## src/rtl/lim_pkg.sv

```systemverilog
package lim_pkg;
  localparam logic [3:0] CAUSE_PURGE     = 4'b0000;
  localparam logic [3:0] CAUSE_NOISE     = 4'b0001;
  localparam logic [3:0] CAUSE_DISTURBER = 4'b0100;
  localparam logic [3:0] CAUSE_LIGHTNING = 4'b1000;

  typedef enum logic [1:0] {
    CLR_WAIT_HI  = 2'd0,
    CLR_WAIT_LO  = 2'd1,
    CLR_WAIT_HI2 = 2'd2
  } clr_state_e;

  // Minimum strike count selected by the two-bit field.
  function automatic logic [4:0] min_strikes(input logic [1:0] sel);
    case (sel)
      2'b00:   min_strikes = 5'd1;
      2'b01:   min_strikes = 5'd5;
      2'b10:   min_strikes = 5'd9;
      default: min_strikes = 5'd16;
    endcase
  endfunction
endpackage

```

## src/rtl/lim_reset_sync.sv

```systemverilog
module lim_reset_sync #(
  parameter int STAGES = 2
) (
  input  logic clk,
  input  logic rst_n,
  output logic rst_n_sync
);
  logic [STAGES-1:0] sync_q;

  always_ff @(posedge clk or negedge rst_n) begin
    if (!rst_n) sync_q <= '0;
    else        sync_q <= {sync_q[STAGES-2:0], 1'b1};
  end

  assign rst_n_sync = sync_q[STAGES-1];
endmodule

```

## src/rtl/lim_clear_detect.sv

```systemverilog
module lim_clear_detect
  import lim_pkg::*;
(
  input  logic clk,
  input  logic rst_n,
  input  logic ctrl_bit,
  output logic clr_pulse
);
  clr_state_e state_q, state_d;

  always_comb begin
    state_d   = state_q;
    clr_pulse = 1'b0;
    case (state_q)
      CLR_WAIT_HI:  if (ctrl_bit)  state_d = CLR_WAIT_LO;
      CLR_WAIT_LO:  if (!ctrl_bit) state_d = CLR_WAIT_HI2;
      CLR_WAIT_HI2: if (ctrl_bit) begin
        clr_pulse = 1'b1;
        state_d   = CLR_WAIT_LO;
      end
      default:      state_d = CLR_WAIT_HI;
    endcase
  end

  always_ff @(posedge clk or negedge rst_n) begin
    if (!rst_n) state_q <= CLR_WAIT_HI;
    else        state_q <= state_d;
  end
endmodule

```

## src/rtl/lim_strike_window.sv

```systemverilog
module lim_strike_window #(
  parameter int NBINS = 15,
  parameter int CNT_W = 5
) (
  input  logic             clk,
  input  logic             rst_n,
  input  logic             strike,
  input  logic             tick,
  input  logic             clr,
  output logic [CNT_W-1:0] count
);
  localparam int PTR_W = $clog2(NBINS);
  localparam int SUM_W = CNT_W + $clog2(NBINS + 1);
  localparam logic [CNT_W-1:0] CNT_MAX = {CNT_W{1'b1}};
  localparam logic [PTR_W-1:0] LAST    = PTR_W'(NBINS - 1);

  logic [CNT_W-1:0] bin_q [NBINS];
  logic [CNT_W-1:0] bin_d [NBINS];
  logic [PTR_W-1:0] ptr_q, ptr_d;
  logic [SUM_W-1:0] sum;

  always_comb begin
    ptr_d = ptr_q;
    for (int i = 0; i < NBINS; i++) bin_d[i] = bin_q[i];
    if (clr) begin
      for (int i = 0; i < NBINS; i++) bin_d[i] = '0;
    end else begin
      if (tick) begin
        ptr_d        = (ptr_q == LAST) ? '0 : ptr_q + PTR_W'(1);
        bin_d[ptr_d] = '0;
      end
      if (strike && (bin_d[ptr_d] != CNT_MAX))
        bin_d[ptr_d] = bin_d[ptr_d] + CNT_W'(1);
    end
  end

  generate
    for (genvar g = 0; g < NBINS; g++) begin : g_bin
      always_ff @(posedge clk or negedge rst_n) begin
        if (!rst_n) bin_q[g] <= '0;
        else        bin_q[g] <= bin_d[g];
      end
    end
  endgenerate

  always_ff @(posedge clk or negedge rst_n) begin
    if (!rst_n) ptr_q <= '0;
    else        ptr_q <= ptr_d;
  end

  always_comb begin
    sum = '0;
    for (int i = 0; i < NBINS; i++) sum = sum + SUM_W'(bin_q[i]);
  end

  assign count = (sum > SUM_W'(CNT_MAX)) ? CNT_MAX : sum[CNT_W-1:0];
endmodule

```

## src/rtl/lim_cause_reg.sv

```systemverilog
module lim_cause_reg
  import lim_pkg::*;
(
  input  logic       clk,
  input  logic       rst_n,
  input  logic       light_evt,
  input  logic       dist_evt,
  input  logic       noise_evt,
  input  logic       purge_evt,
  input  logic       noise_high,
  input  logic       int_read,
  output logic       irq,
  output logic [3:0] int_code
);
  logic       irq_q, irq_d;
  logic [3:0] code_q, code_d;
  logic       any_evt;

  assign any_evt = light_evt | dist_evt | noise_evt | purge_evt;

  always_comb begin
    code_d = code_q;
    if      (light_evt) code_d = CAUSE_LIGHTNING;
    else if (dist_evt)  code_d = CAUSE_DISTURBER;
    else if (noise_evt) code_d = CAUSE_NOISE;
    else if (purge_evt) code_d = CAUSE_PURGE;

    irq_d = irq_q;
    if (any_evt)       irq_d = 1'b1;
    else if (int_read) irq_d = 1'b0;
  end

  always_ff @(posedge clk or negedge rst_n) begin
    if (!rst_n) begin
      irq_q  <= 1'b0;
      code_q <= CAUSE_PURGE;
    end else begin
      irq_q  <= irq_d;
      code_q <= code_d;
    end
  end

  assign irq      = irq_q;
  assign int_code = noise_high ? CAUSE_NOISE : code_q;
endmodule

```

## src/rtl/lightning_irq_mgr.sv

```systemverilog
module lightning_irq_mgr
  import lim_pkg::*;
#(
  parameter int NBINS = 15,
  parameter int CNT_W = 5
) (
  input  logic             clk,
  input  logic             rst_n,
  input  logic             strike_pulse,
  input  logic             disturber_pulse,
  input  logic             purge_pulse,
  input  logic             noise_high,
  input  logic             mask_disturber,
  input  logic [1:0]       min_strike_sel,
  input  logic             clear_stats,
  input  logic             minute_tick,
  input  logic             int_read,
  output logic             irq,
  output logic [3:0]       int_code,
  output logic [CNT_W-1:0] strike_count
);
  logic             rst_n_sync;
  logic             clr_pulse;
  logic             noise_q;
  logic             noise_rise;
  logic             light_ok;
  logic             dist_ok;
  logic [CNT_W:0]   count_next;

  lim_reset_sync #(.STAGES(2)) u_rst (
    .clk        (clk),
    .rst_n      (rst_n),
    .rst_n_sync (rst_n_sync)
  );

  lim_clear_detect u_clr (
    .clk       (clk),
    .rst_n     (rst_n_sync),
    .ctrl_bit  (clear_stats),
    .clr_pulse (clr_pulse)
  );

  lim_strike_window #(.NBINS(NBINS), .CNT_W(CNT_W)) u_win (
    .clk    (clk),
    .rst_n  (rst_n_sync),
    .strike (strike_pulse),
    .tick   (minute_tick),
    .clr    (clr_pulse),
    .count  (strike_count)
  );

  always_ff @(posedge clk or negedge rst_n_sync) begin
    if (!rst_n_sync) noise_q <= 1'b0;
    else             noise_q <= noise_high;
  end

  assign noise_rise = noise_high & ~noise_q;
  assign count_next = {1'b0, strike_count} + (CNT_W+1)'(1);
  assign light_ok   = strike_pulse &&
                      (count_next >= (CNT_W+1)'(min_strikes(min_strike_sel)));
  assign dist_ok    = disturber_pulse & ~mask_disturber;

  lim_cause_reg u_cause (
    .clk        (clk),
    .rst_n      (rst_n_sync),
    .light_evt  (light_ok),
    .dist_evt   (dist_ok),
    .noise_evt  (noise_rise),
    .purge_evt  (purge_pulse),
    .noise_high (noise_high),
    .int_read   (int_read),
    .irq        (irq),
    .int_code   (int_code)
  );
endmodule

```

## config.mk

```make
export PLATFORM = sky130hd
export DESIGN_NAME = lightning_irq_mgr
export DESIGN_NICKNAME = d
export VERILOG_FILES = /design/src/rtl/lim_pkg.sv /design/src/rtl/lim_reset_sync.sv /design/src/rtl/lim_clear_detect.sv /design/src/rtl/lim_strike_window.sv /design/src/rtl/lim_cause_reg.sv /design/src/rtl/lightning_irq_mgr.sv
export SDC_FILE = /design/constraint.sdc
export NUM_CORES = 1
export LEC_CHECK = 0
export ABC_AREA = 1
export CAP_MARGIN = 10
export CORE_AREA = 4 4 116 118
export CTS_CLUSTER_SIZE = 40
export DETAILED_ROUTE_END_ITERATION = 10
export DIE_AREA = 0 0 120 122
export GPL_TIMING_DRIVEN = 0
export PLACE_DENSITY = 0.8
export SKIP_LAST_GASP = 1
export SYNTH_ARGS = -nofsm -noshare
export SYNTH_HDL_FRONTEND = slang
export SYNTH_HIERARCHICAL = 1
export SYNTH_SLANG_ARGS = --single-unit
```

## constraint.sdc

```tcl
create_clock -name clk -period 6.7 [get_ports clk]
set_input_delay 1.005 -clock clk [delete_from_list [all_inputs] [get_ports clk]]
set_output_delay 1.005 -clock clk [all_outputs]
set_load 0.02 [all_outputs]
```

==> impl_metrics.env <==
export IMPL_status="finished with violations"
export IMPL_violations="setup timing"
export IMPL_grt_ovfl_total=0
export IMPL_synth_seq_cells=88
export IMPL_grt_pass1_vias=6976
export IMPL_finalSetupViolCount=9
export IMPL_netlist_area_mm2=0.00766
export IMPL_syn_nets=1090
export IMPL_drive_gt1_share_pct=14.4
export IMPL_grt_usage_pct=34.2
export IMPL_cts_path_max_buffers=2
export IMPL_yosysWarnings=6
export IMPL_crit_path_max_fanout=5
export IMPL_hp_class="reg2async"
export IMPL_numCtsBuffers=9
export IMPL_yosys_most_used_dff="dfrtp_1"
export IMPL_timing_rr_end="u_cause/code_q[0]$_DFFE_PN0P_"
export IMPL_synth_async_reset_ratio_pct=100
export IMPL_hold_ws_ns=0.345
export IMPL_cap_violations=0
export IMPL_die_w_um=120
export IMPL_wl_per_cell_um=20.2
export IMPL_clock_sinks=88
export IMPL_drt_iter0_drc=792
export IMPL_r2r_start="u_win/bin_q[27]$_DFF_PN0_"
export IMPL_vias=7194
export IMPL_hold_violations=0
export IMPL_rsz0062_at_grt="true"
export IMPL_syn_inst=989
export IMPL_start_util_pct=61.5
export IMPL_detail_route_antenna_nets=0
export IMPL_coreArea_mm2=0.0125
export IMPL_stdcell_count=1209
export IMPL_crit_type="reg2out"
export IMPL_finalCriticalPeriod_ns=6.94
export IMPL_syn_to_final_growth_pct=13.7
export IMPL_fmax_mhz=144
export IMPL_dr_pass1_iters=7
export IMPL_viasPerCell=5.95
export IMPL_antenna_diode_count=0
export IMPL_antenna_found_initial=0
export IMPL_crit_required_ns=5.69
export IMPL_clk_latency_ns=0.36
export IMPL_seq_area_frac_synth_pct=28.7
export IMPL_dieArea_mm2=0.0146
export IMPL_cp_startpoint="u_win/bin_q[27]$_DFF_PN0_"
export IMPL_synth_edf_count=0
export IMPL_grt_max_degree=45
export IMPL_finalWirelength_um=24400
export IMPL_drc=0
export IMPL_crit_arrival_ns=5.93
export IMPL_numPortBuffers=20
export IMPL_worstMarginPinSlew_ns=0.769
export IMPL_fin_crit_sh_pct=104
export IMPL_hpwl_um=17900
export IMPL_grt_pass1_wl_um=37800
export IMPL_place_inst=1182
export IMPL_syn_area_per_cell_um2=7.75
export IMPL_worst_r2r_path_depth=36
export IMPL_htree_levels=3
export IMPL_postLayoutCellArea_mm2=0.00871
export IMPL_clk_pin_slew_ns=0.07
export IMPL_clock_skew_final_ns=0.00755
export IMPL_placed_area_mm2=0.00811
export IMPL_root_buffer="clkbuf_16"
export IMPL_row_count=41
export IMPL_cts_tree="yes"
export IMPL_crit_path_start_kind="register"
export IMPL_nNetsFinal=1133
export IMPL_ios=22
export IMPL_dieHeight_um=122
export IMPL_crit_end="strike_count[1]"
export IMPL_slew_violations=0
export IMPL_cp_end_kind="output port"
export IMPL_worst_slack_ns=-0.239
export IMPL_nFillCells=1028
export IMPL_gp_congestion=1.00
export IMPL_max_slew_margin_pct=48.7
export IMPL_synth_cell_types=46
export IMPL_r2r_slack_ns=-0.19
-- per-stage QoR --
step | setup slack (ns) | TNS [ns] | utilization (%)
after global routing | -0.432 | -3.76 | 69.9
after CTS | -0.0697 | -0.239 | 68.7
final | -0.239 | -1.86 | 69.9
after detailed placement | -0.785 | -5.32 | 65.1
after global placement | -0.728 | -4.72 | 64.8
after floorplan | 0.00952 | 0 | -
-- synth_stat cells (2+ instances only) --
cell,n,area share (%)
clkinv_1,4,0.20
ha_1,32,5.2
nor2_1,66,3.2
or2_2,4,0.33
inv_2,11,0.54
buf_4,6,0.59
o21ai_2,3,0.34
nor2_2,3,0.24
o21ai_0,92,6.0
nand4_1,18,1.5
conb_1,2,0.098
nand3_2,11,1.4
inv_1,165,8.1
nand2_2,9,0.73
nand3_1,31,2.0
nor2_4,5,0.73
nor2_8,3,0.78
nand2_4,6,0.88
a21oi_1,74,4.8
xnor2_1,6,0.69
fa_1,57,15
a31oi_1,4,0.33
nand2_1,221,11
o22ai_1,4,0.33
buf_2,4,0.26
a21o_1,2,0.20
o21a_1,4,0.39
buf_6,7,1.0
nor3_1,2,0.13
xor2_1,3,0.34
a211oi_1,9,0.88
o21ai_1,6,0.39
dfrtp_1,88,29
clkbuf_1,14,0.69
o21bai_1,2,0.20
-- timing repair --
| action | CTS | global route |
|---|---|---|
| endpoints found under the hold margin | 0 | 0 |
| endpoints found under the setup margin | 9 | 9 |
| pin swaps | 28 | 39 |
| gates resized for setup | 52 | 35 |
| hold buffers | 0 | 0 |
| buffers inserted | 8 | 4 |
-- flip-flops by register name, indices dropped and copies added, names as in the netlist --
register        count
u_win/bin_q        75
u_win/ptr_q         4
u_cause/code_q      3
u_clr/state_q       2
u_rst/sync_q        2
noise_q             1
u_cause/irq         1
-- critical path, stage by stage, from the launching register on --
cell     delay [ns]
dfrtp_1        0.36
inv_2          0.04
fa_1           0.57
inv_1          0.07
fa_1           0.53
fa_2           0.49
fa_1           0.57
inv_2          0.04
fa_1           0.47
fa_1           0.58
inv_2          0.06
ha_1           0.28
nand3_1        0.09
nand2_2        0.10
nand2_1        0.06
nand2_1        0.07
nand2_1        0.07
nand2_2        0.07
a21o_1         0.13
a21oi_2        0.05
or2_2          0.29
a21oi_4        0.15
buf_12         0.17
nand2_8        0.08
buf_6          0.14
-- cell type report --
| class | instances | area, um2 | area share, % |
|---|---|---|---|
| buffer | 33 | 220 | 2.53 |
| clock buffer | 13 | 260 | 2.99 |
| clock inverter | 3 | 40.0 | 0.460 |
| inverter | 181 | 684 | 7.86 |
| multi-input combinational | 687 | 4750 | 54.5 |
| sequential | 88 | 2210 | 25.3 |
| tap | 172 | 215 | 2.47 |
| timing repair buffer | 32 | 340 | 3.91 |
-- cells in the final DEF (no fill, tap or decap), drive strengths merged, types with 32 or more instances in the layout --
cell,Yosys,routed
a21oi,75,75
buf,19,36
dfrtp,88,88
fa,57,57
ha,32,32
inv,177,178
nand2,236,236
nand3,43,43
nor2,77,77
o21ai,102,102
-- layer usage --
layer  vias up  track usage, %  routed length, um
met5         -               0                  0
met4         0            18.2               1410
met3       106            8.68               2950
met2       509            53.2              11000
met1      3363            44.3               9040
li1       3216               -                  -
-- cells by family after synthesis --
group | after synthesis | synth area share (%)
other | 2 | 0.0980
adders and majority gates | 89 | 20.1
AOI/OAI and AO/OA | 203 | 14.4
buffers and inverters | 214 | 11.8
xor gates and xnor gates | 10 | 1.39
and+or+nand+nor | 383 | 23.5
DFF | 88 | 28.7
-- worst min path at each step --
| stage | to | slack, ns | cells after the start |
|---|---|---|---|
| 6_report | u_win/bin_q[48]$_DFF_PN0_ | 0.35 | 0 |
| 5_1_grt | u_rst/sync_q[1]$_DFF_PN0_ | 0.37 | 0 |
| 4_1_cts | u_rst/sync_q[1]$_DFF_PN0_ | 0.35 | 0 |
| 3_5_place_dp | u_rst/sync_q[1]$_DFF_PN0_ | 0.34 | 0 |
| 3_3_place_gp | u_rst/sync_q[1]$_DFF_PN0_ | 0.33 | 0 |
| 2_1_floorplan | u_rst/sync_q[1]$_DFF_PN0_ | 0.33 | 0 |
Power is not shown: default switching activity piles up to over one toggle a cycle in this logic, so the estimate is an artifact.
